`config.mk`:
```
export PLATFORM = sky130hd
export DESIGN_NAME = tsSplitTimer
export DESIGN_NICKNAME = d
export VERILOG_FILES = /design/src/rtl/tsPkg.sv /design/src/rtl/tsCountPath.sv /design/src/rtl/tsReadCtrl.sv /design/src/rtl/tsSplitTimer.sv
export SDC_FILE = /design/constraint.sdc
export NUM_CORES = 1
export LEC_CHECK = 0
export CORE_MARGIN = 10
export CORE_UTILIZATION = 40
export CTS_CLUSTER_DIAMETER = 40
export CTS_CLUSTER_SIZE = 12
export DETAILED_ROUTE_END_ITERATION = 10
export DONT_BUFFER_PORTS = 1
export PLACE_DENSITY_LB_ADDON = 0.1
export SLEW_MARGIN = 25
export SYNTH_ARGS = -nofsm -noshare
export SYNTH_HDL_FRONTEND = slang
export SYNTH_SLANG_ARGS = --single-unit
```
`constraint.sdc`:
```
create_clock -name clk -period 1.8 [get_ports clk]
set_input_delay 0.09 -clock clk [delete_from_list [all_inputs] [get_ports clk]]
set_output_delay 0.09 -clock clk [all_outputs]
set_load 0.02 [all_outputs]
```
`src/rtl/tsPkg.sv`:
```
package tsPkg;

  // Strobes sent from the read control to the count datapath each cycle.
  typedef struct packed {
    logic grabHigh;  // load rdData with the compensated upper word
    logic grabLow;   // load rdData with the live lower word
    logic bumpHigh;  // early carry into the upper word
  } tsStrobe_t;

endpackage

```
`src/rtl/tsCountPath.sv`:
```
module tsCountPath
  import tsPkg::*;
#(
  parameter int                    HALF_W      = 32,
  parameter int                    READ_GAP    = 2,
  parameter logic [2*HALF_W-1:0]   RESET_VALUE = '0
) (
  input  logic              clk,
  input  logic              rst,
  input  tsStrobe_t         strobe,
  output logic              nearWrap,
  output logic [HALF_W-1:0] rdData
);

  localparam int CNT_W = 2 * HALF_W;
  // Upper word is kept READ_GAP counts ahead of the real count.
  localparam logic [CNT_W-1:0]  AHEAD_INIT = RESET_VALUE + CNT_W'(READ_GAP);
  // Lower-word value at which the look-ahead upper word must step.
  localparam logic [HALF_W-1:0] WRAP_MARK  = {HALF_W{1'b1}} - HALF_W'(READ_GAP);

  logic [HALF_W-1:0] lowCnt;
  logic [HALF_W-1:0] hiAhead;

  always_comb nearWrap = (lowCnt == WRAP_MARK);

  always_ff @(posedge clk) begin
    if (rst) begin
      lowCnt  <= RESET_VALUE[HALF_W-1:0];
      hiAhead <= AHEAD_INIT[CNT_W-1:HALF_W];
    end else begin
      lowCnt <= lowCnt + HALF_W'(1);
      if (strobe.bumpHigh) hiAhead <= hiAhead + HALF_W'(1);
    end
  end

  always_ff @(posedge clk) begin
    if (rst) begin
      rdData <= '0;
    end else if (strobe.grabHigh) begin
      rdData <= hiAhead;
    end else if (strobe.grabLow) begin
      rdData <= lowCnt;
    end
  end

endmodule

```
`src/rtl/tsReadCtrl.sv`:
```
module tsReadCtrl
  import tsPkg::*;
#(
  parameter int HOLD_CYC = 2
) (
  input  logic      clk,
  input  logic      rst,
  input  logic      rdEn,
  input  logic      rdHigh,
  input  logic      nearWrap,
  output tsStrobe_t strobe,
  output logic      irqHold
);

  localparam int HOLD_W = $clog2(HOLD_CYC + 1);

  logic [HOLD_W-1:0] holdLeft;
  logic              highReq;

  always_comb begin
    highReq         = rdEn & rdHigh;
    strobe.grabHigh = highReq;
    strobe.grabLow  = rdEn & ~rdHigh;
    strobe.bumpHigh = nearWrap;
  end

  always_ff @(posedge clk) begin
    if (rst) begin
      holdLeft <= '0;
    end else if (highReq) begin
      holdLeft <= HOLD_W'(HOLD_CYC);
    end else if (holdLeft != '0) begin
      holdLeft <= holdLeft - HOLD_W'(1);
    end
  end

  always_comb irqHold = (holdLeft != '0);

endmodule

```
`src/rtl/tsSplitTimer.sv`:
```
module tsSplitTimer
  import tsPkg::*;
#(
  parameter int                  HALF_W      = 32,
  parameter int                  READ_GAP    = 2,
  parameter logic [2*HALF_W-1:0] RESET_VALUE = '0
) (
  input  logic              clk,
  input  logic              rst,
  input  logic              rdEn,
  input  logic              rdHigh,
  output logic [HALF_W-1:0] rdData,
  output logic              irqHold
);

  tsStrobe_t strobe;
  logic      nearWrap;

  tsReadCtrl #(
    .HOLD_CYC (READ_GAP)
  ) u_ctrl (
    .clk      (clk),
    .rst      (rst),
    .rdEn     (rdEn),
    .rdHigh   (rdHigh),
    .nearWrap (nearWrap),
    .strobe   (strobe),
    .irqHold  (irqHold)
  );

  tsCountPath #(
    .HALF_W      (HALF_W),
    .READ_GAP    (READ_GAP),
    .RESET_VALUE (RESET_VALUE)
  ) u_path (
    .clk      (clk),
    .rst      (rst),
    .strobe   (strobe),
    .nearWrap (nearWrap),
    .rdData   (rdData)
  );

endmodule

```
# Word level (Yosys, flattened, before mapping)
# Index checks and enable logic that the tools add are counted.
[word_totals]
ff_bits = 98
inputBits = 4
elab_cells = 20
[classes]
add_sub_neg = 3
eq_ne = 1
n_mux = 4
bitwise_logic = 3
n_reduce_logical = 4
[op_table]
columns = ["cell", "count"]
rows = [
  ["adder 32 x 1 -> 32 bit (second input constant)", 2],
  ["two-way mux 32 bit", 2],
  ["equality test 32 bit (second input constant)", 1],
  ["nonzero test 2 bit", 3],
  ["two-way mux 2 bit", 2],
  ["bitwise AND 1 bit", 2],
  ["OR reduction 2 bit", 1],
  ["subtractor 2 x 1 -> 2 bit (second input constant)", 1],
  ["NOT 1 bit", 1],
]

# Logic depth before layout (Yosys ltp)
[logic_depth]
ltp_word = 4
mapped_depth = 9

# Modules after synthesis
# A second synthesis with hierarchy kept.
[hier_totals]
hier_cells = 504
hier_area_um2 = 4364.2
[by_module_without_submodules]
columns = ["mod", "n_inst", "cells_each", "area_per_inst_um2"]
rows = [
  ["tsCountPath", 1, 494, 4261.6],
  ["tsReadCtrl", 1, 10, 102.6],
]

# Worst setup path before layout
# OpenSTA, ideal clock, no wires.
[synth_path]
path_kind = "reg-to-reg"
from = "register u_path.lowCnt[8]"
to = "register u_path.lowCnt[19]"
setup_time_ns = 0.128
arrival_ns = 1.732
required_time_ns = 1.672
setup_slack_ns = -0.059
path_stages_with_launch = 9
path_cell_list = "dfxtp_1 > buf_2 > nand4_1 > or4_4 > buf_6 > buf_12 > nor3_2 > xnor2_1 > nor2_1"
[synth_between]
elab_chain_len = 1
[synth_rtl]
columns = ["item", "line_no", "rtl"]
rows = [
  ["from (decl)", "tsCountPath.sv:21", "logic [HALF_W-1:0] lowCnt;"],
  ["from (signal assigned)", "tsCountPath.sv:28", "lowCnt <= RESET_VALUE[HALF_W-1:0];"],
  ["from (signal assigned)", "tsCountPath.sv:31", "lowCnt <= lowCnt + HALF_W'(1);"],
  ["adder 32 x 1 -> 32 bit", "tsCountPath.sv:31", ""],
]
# Every way passes these cells.
# A chain may end at the register's enable or synchronous reset.

# Worst setup path after layout
[layout_path]
from = "register u_path.lowCnt[1]"
to = "register u_path.hiAhead[10]"
[layout_between]
elab_chain_len = 1
[layout_rtl]
columns = ["item", "line_no", "rtl"]
rows = [
  ["equality test 32 bit", "tsCountPath.sv:24", "always_comb nearWrap = (lowCnt == WRAP_MARK);"],
  ["to (signal assigned)", "tsCountPath.sv:29", "hiAhead <= AHEAD_INIT[CNT_W-1:HALF_W];"],
  ["to (signal assigned)", "tsCountPath.sv:32", "if (strobe.bumpHigh) hiAhead <= hiAhead + HALF_W'(1);"],
  ["to (decl)", "tsCountPath.sv:22", "logic [HALF_W-1:0] hiAhead;"],
]
# Every way passes these cells.

==> metrics.txt <==
Die H 127 µm; failing checks hold timing, setup timing; Die X about 130 µm; Syn. warnings 0; fin nets 624; cts hold-fix bufs 38; area delta synth->final 34.0%; ANT cells 0; IO Pins 37; Core Util, Final 55.6%; FP Rows 38; maximum vdd drop 0.748 mV; Synth Register Bits between 90 and 100; crit path launch type register; most frequent cells in the layout dfxtp_1, buf_4, nor2_1, dlygate4sd3_1; Unique masters post-synth 38; hold path cells 1; 1st-iter DRT viols 255; CTS sink count 98; Post-route DRC 0; Tcrit/Tclk final 104%; Setup CP Type reg2reg; PwrDens 737 nW/µm²; Seq/Total Area, Yosys between 40% and 50%; core area 11,000 µm²; Final Hold Vio Count 60; Avg Cell Area, Syn 8.91 µm²; IO Port Bufs 0; Finish-stage setup viols 20; r2r worst-path depth 8; P_leak 2.40 nW; asr flop ratio synth 0%; grt ovf 0; f_max 0.535 GHz; crit-path max FO 39; Syn Std Cell Area 4570 µm²; crit end category register; Via-to-Cell Ratio 5.35; Top FF cell, synth dfxtp_1; Slew Limit Fails 0; Clock Skew a little over 9 ps; first-pass GRT wire length 20.1 mm; GRT Overall Usage 15.2%; Slew HR between 70% and 80%; Clock Tree Buf Depth 2; Synth area leaders dfxtp_1, mux2i_1, nor2_1; H-tree depth 3; number of global-route vias before repair 3,918; clock root cell clkbuf_16; FILL cells 1,025; via count 4,080; DRT Pass-1 Iters 4; routability cong. 0.788; CTS tree yes; post-layout min period between 1500 and 2000 ps; pin count of the biggest net entering global routing 99; final worst slack -69.8 ps; RSZ-0062 raised after global routing true; hold slack final -196 ps; hpwl dp 7.95 mm; ANT nets after route 0; Initial Util about two fifths; Post-Route WL 12.2 mm; Synth area leader dfxtp_1; Hold Path Class in2reg; commonest non-fill, non-tap cell in the layout dfxtp_1; clock latency on the worst-skew pair ~350 ps; status complete, but fails checks; Least-Margin Pin Slew 330 ps; Placement Cell Area 5240 µm²; Data arrival, critical path 2150 ps; top-area cell type share of the netlist area 42.9%; initial antenna violation count 0; max-cap violations 0; design area 6130 µm²; share of layout cells above drive strength 1 25.2%; Syn Inst Count 513; wire length per cell 16.0 µm; syn nets between 500 and 600; die area 16,100 µm²; EDFF count, synth 0; CP required 2080 ps; CTS buffer count 9; clock transition at the registers of the reported paths around 60 ps
## repair_timing
item / 4_1_cts / 5_1_grt
endpoints found under the hold margin: 98 / 60
setup buffers: 1 / 2
pin swaps: 2 / 10
resized for setup: 12 / 21
endpoints found under the setup margin: 18 / 41
cloned: 1 / 0
## sequential cells by signal, indices dropped and copies added (netlist names)
signal,count
u_ctrl.holdLeft,2
u_path.hiAhead,32
u_path.lowCnt,32
u_path.rdData,32
## kinds of logic (layout without fill, tap and decap cells)
group	count (synthesis)	after routing	synth area share (%)
AOI/OAI and AO/OA	97	97	12.6
xor gates and xnor gates	30	30	5.75
adders and majority gates	3	3	0.821
buffers and inverters	43	151	4.16
DFF	98	98	42.9
muxes	32	32	7.00
and+or+nand+nor	210	211	26.8
## worst max-delay path: stages (launching register included)
cell     delay (ps)
dfxtp_2         330
inv_2            60
ha_4            110
nand4_1         150
nor3_2          280
nand3_2         130
buf_12          190
or4_1           400
a21oi_1         150
## power breakdown
part / total, mW / switching (mW) / internal (mW)
registers: 2.29 / 0.0755 / 2.21
clock network: 2.08 / 0.818 / 1.26
logic: 0.152 / 0.0465 / 0.105
## area by class of cell
type / instances / area [µm²] / share of cell area, %
inverter: 10 / 37.5 / 0.612
tap: 140 / 175 / 2.86
clock buffer: 12 / 246 / 4.02
multi-input combinational: 373 / 2570 / 42.0
timing repair buffer: 125 / 1050 / 17.1
clock inverter: 4 / 73.8 / 1.20
sequential: 98 / 1970 / 32.2
## metrics by stage
stage | hold slack, ps | std cells | setup slack, ps | TNS, ps | total power [mW]
2_1_floorplan | 414 | 513 | 11.8 | 0 | 2.46
3_3_place_gp | 169 | 704 | -70.8 | -396 | 2.42
3_5_place_dp | 171 | 704 | -76.0 | -451 | 2.43
4_1_cts | -211 | 760 | -63.8 | -283 | 4.59
5_1_grt | -220 | 762 | -162 | -3740 | 4.69
6_report | -196 | 762 | -69.8 | -581 | 4.52
## path summary, 6_finish.rpt
| path | start | endpoint | slack, ps |
|---|---|---|---|
| worst max register to register | u_path.lowCnt[1] | u_path.hiAhead[10] | -70 |
| worst min-delay path | rst | u_path.hiAhead[30] | -200 |
| worst max-delay path | u_path.lowCnt[1] | u_path.hiAhead[10] | -70 |
| worst min register to register | u_path.hiAhead[31] | u_path.hiAhead[31] | 510 |
## cell usage after synthesis (2+ instances only)
cell type,count
nand4_1,24
or3_1,29
nor3_1,2
nor2_1,74
and3_1,3
nor3_2,7
buf_2,4
nand2_1,22
buf_1,3
nand3_1,19
xor2_1,8
a211oi_1,32
mux2i_1,32
clkbuf_1,24
inv_1,9
a21oi_1,32
nand4_2,2
or2_2,4
nor4_2,5
ha_1,3
and4_1,2
xnor2_1,22
nor4_1,6
nor4_4,5
o21ai_0,30
dfxtp_1,98
## metal layers
metal | up-vias | wire (µm) | share of wire (%) | GRT usage [%]
met3 | 9 | 694 | 5.7 | 5.04
met5 | - | 0 | 0 | 0
met4 | 0 | 139 | 1.1 | 4.35
met2 | 68 | 5630 | 46 | 23.4
li1 | 2070 | - | - | -
met1 | 1933 | 5710 | 47 | 19.8
(Power assumes the default switching activity.)
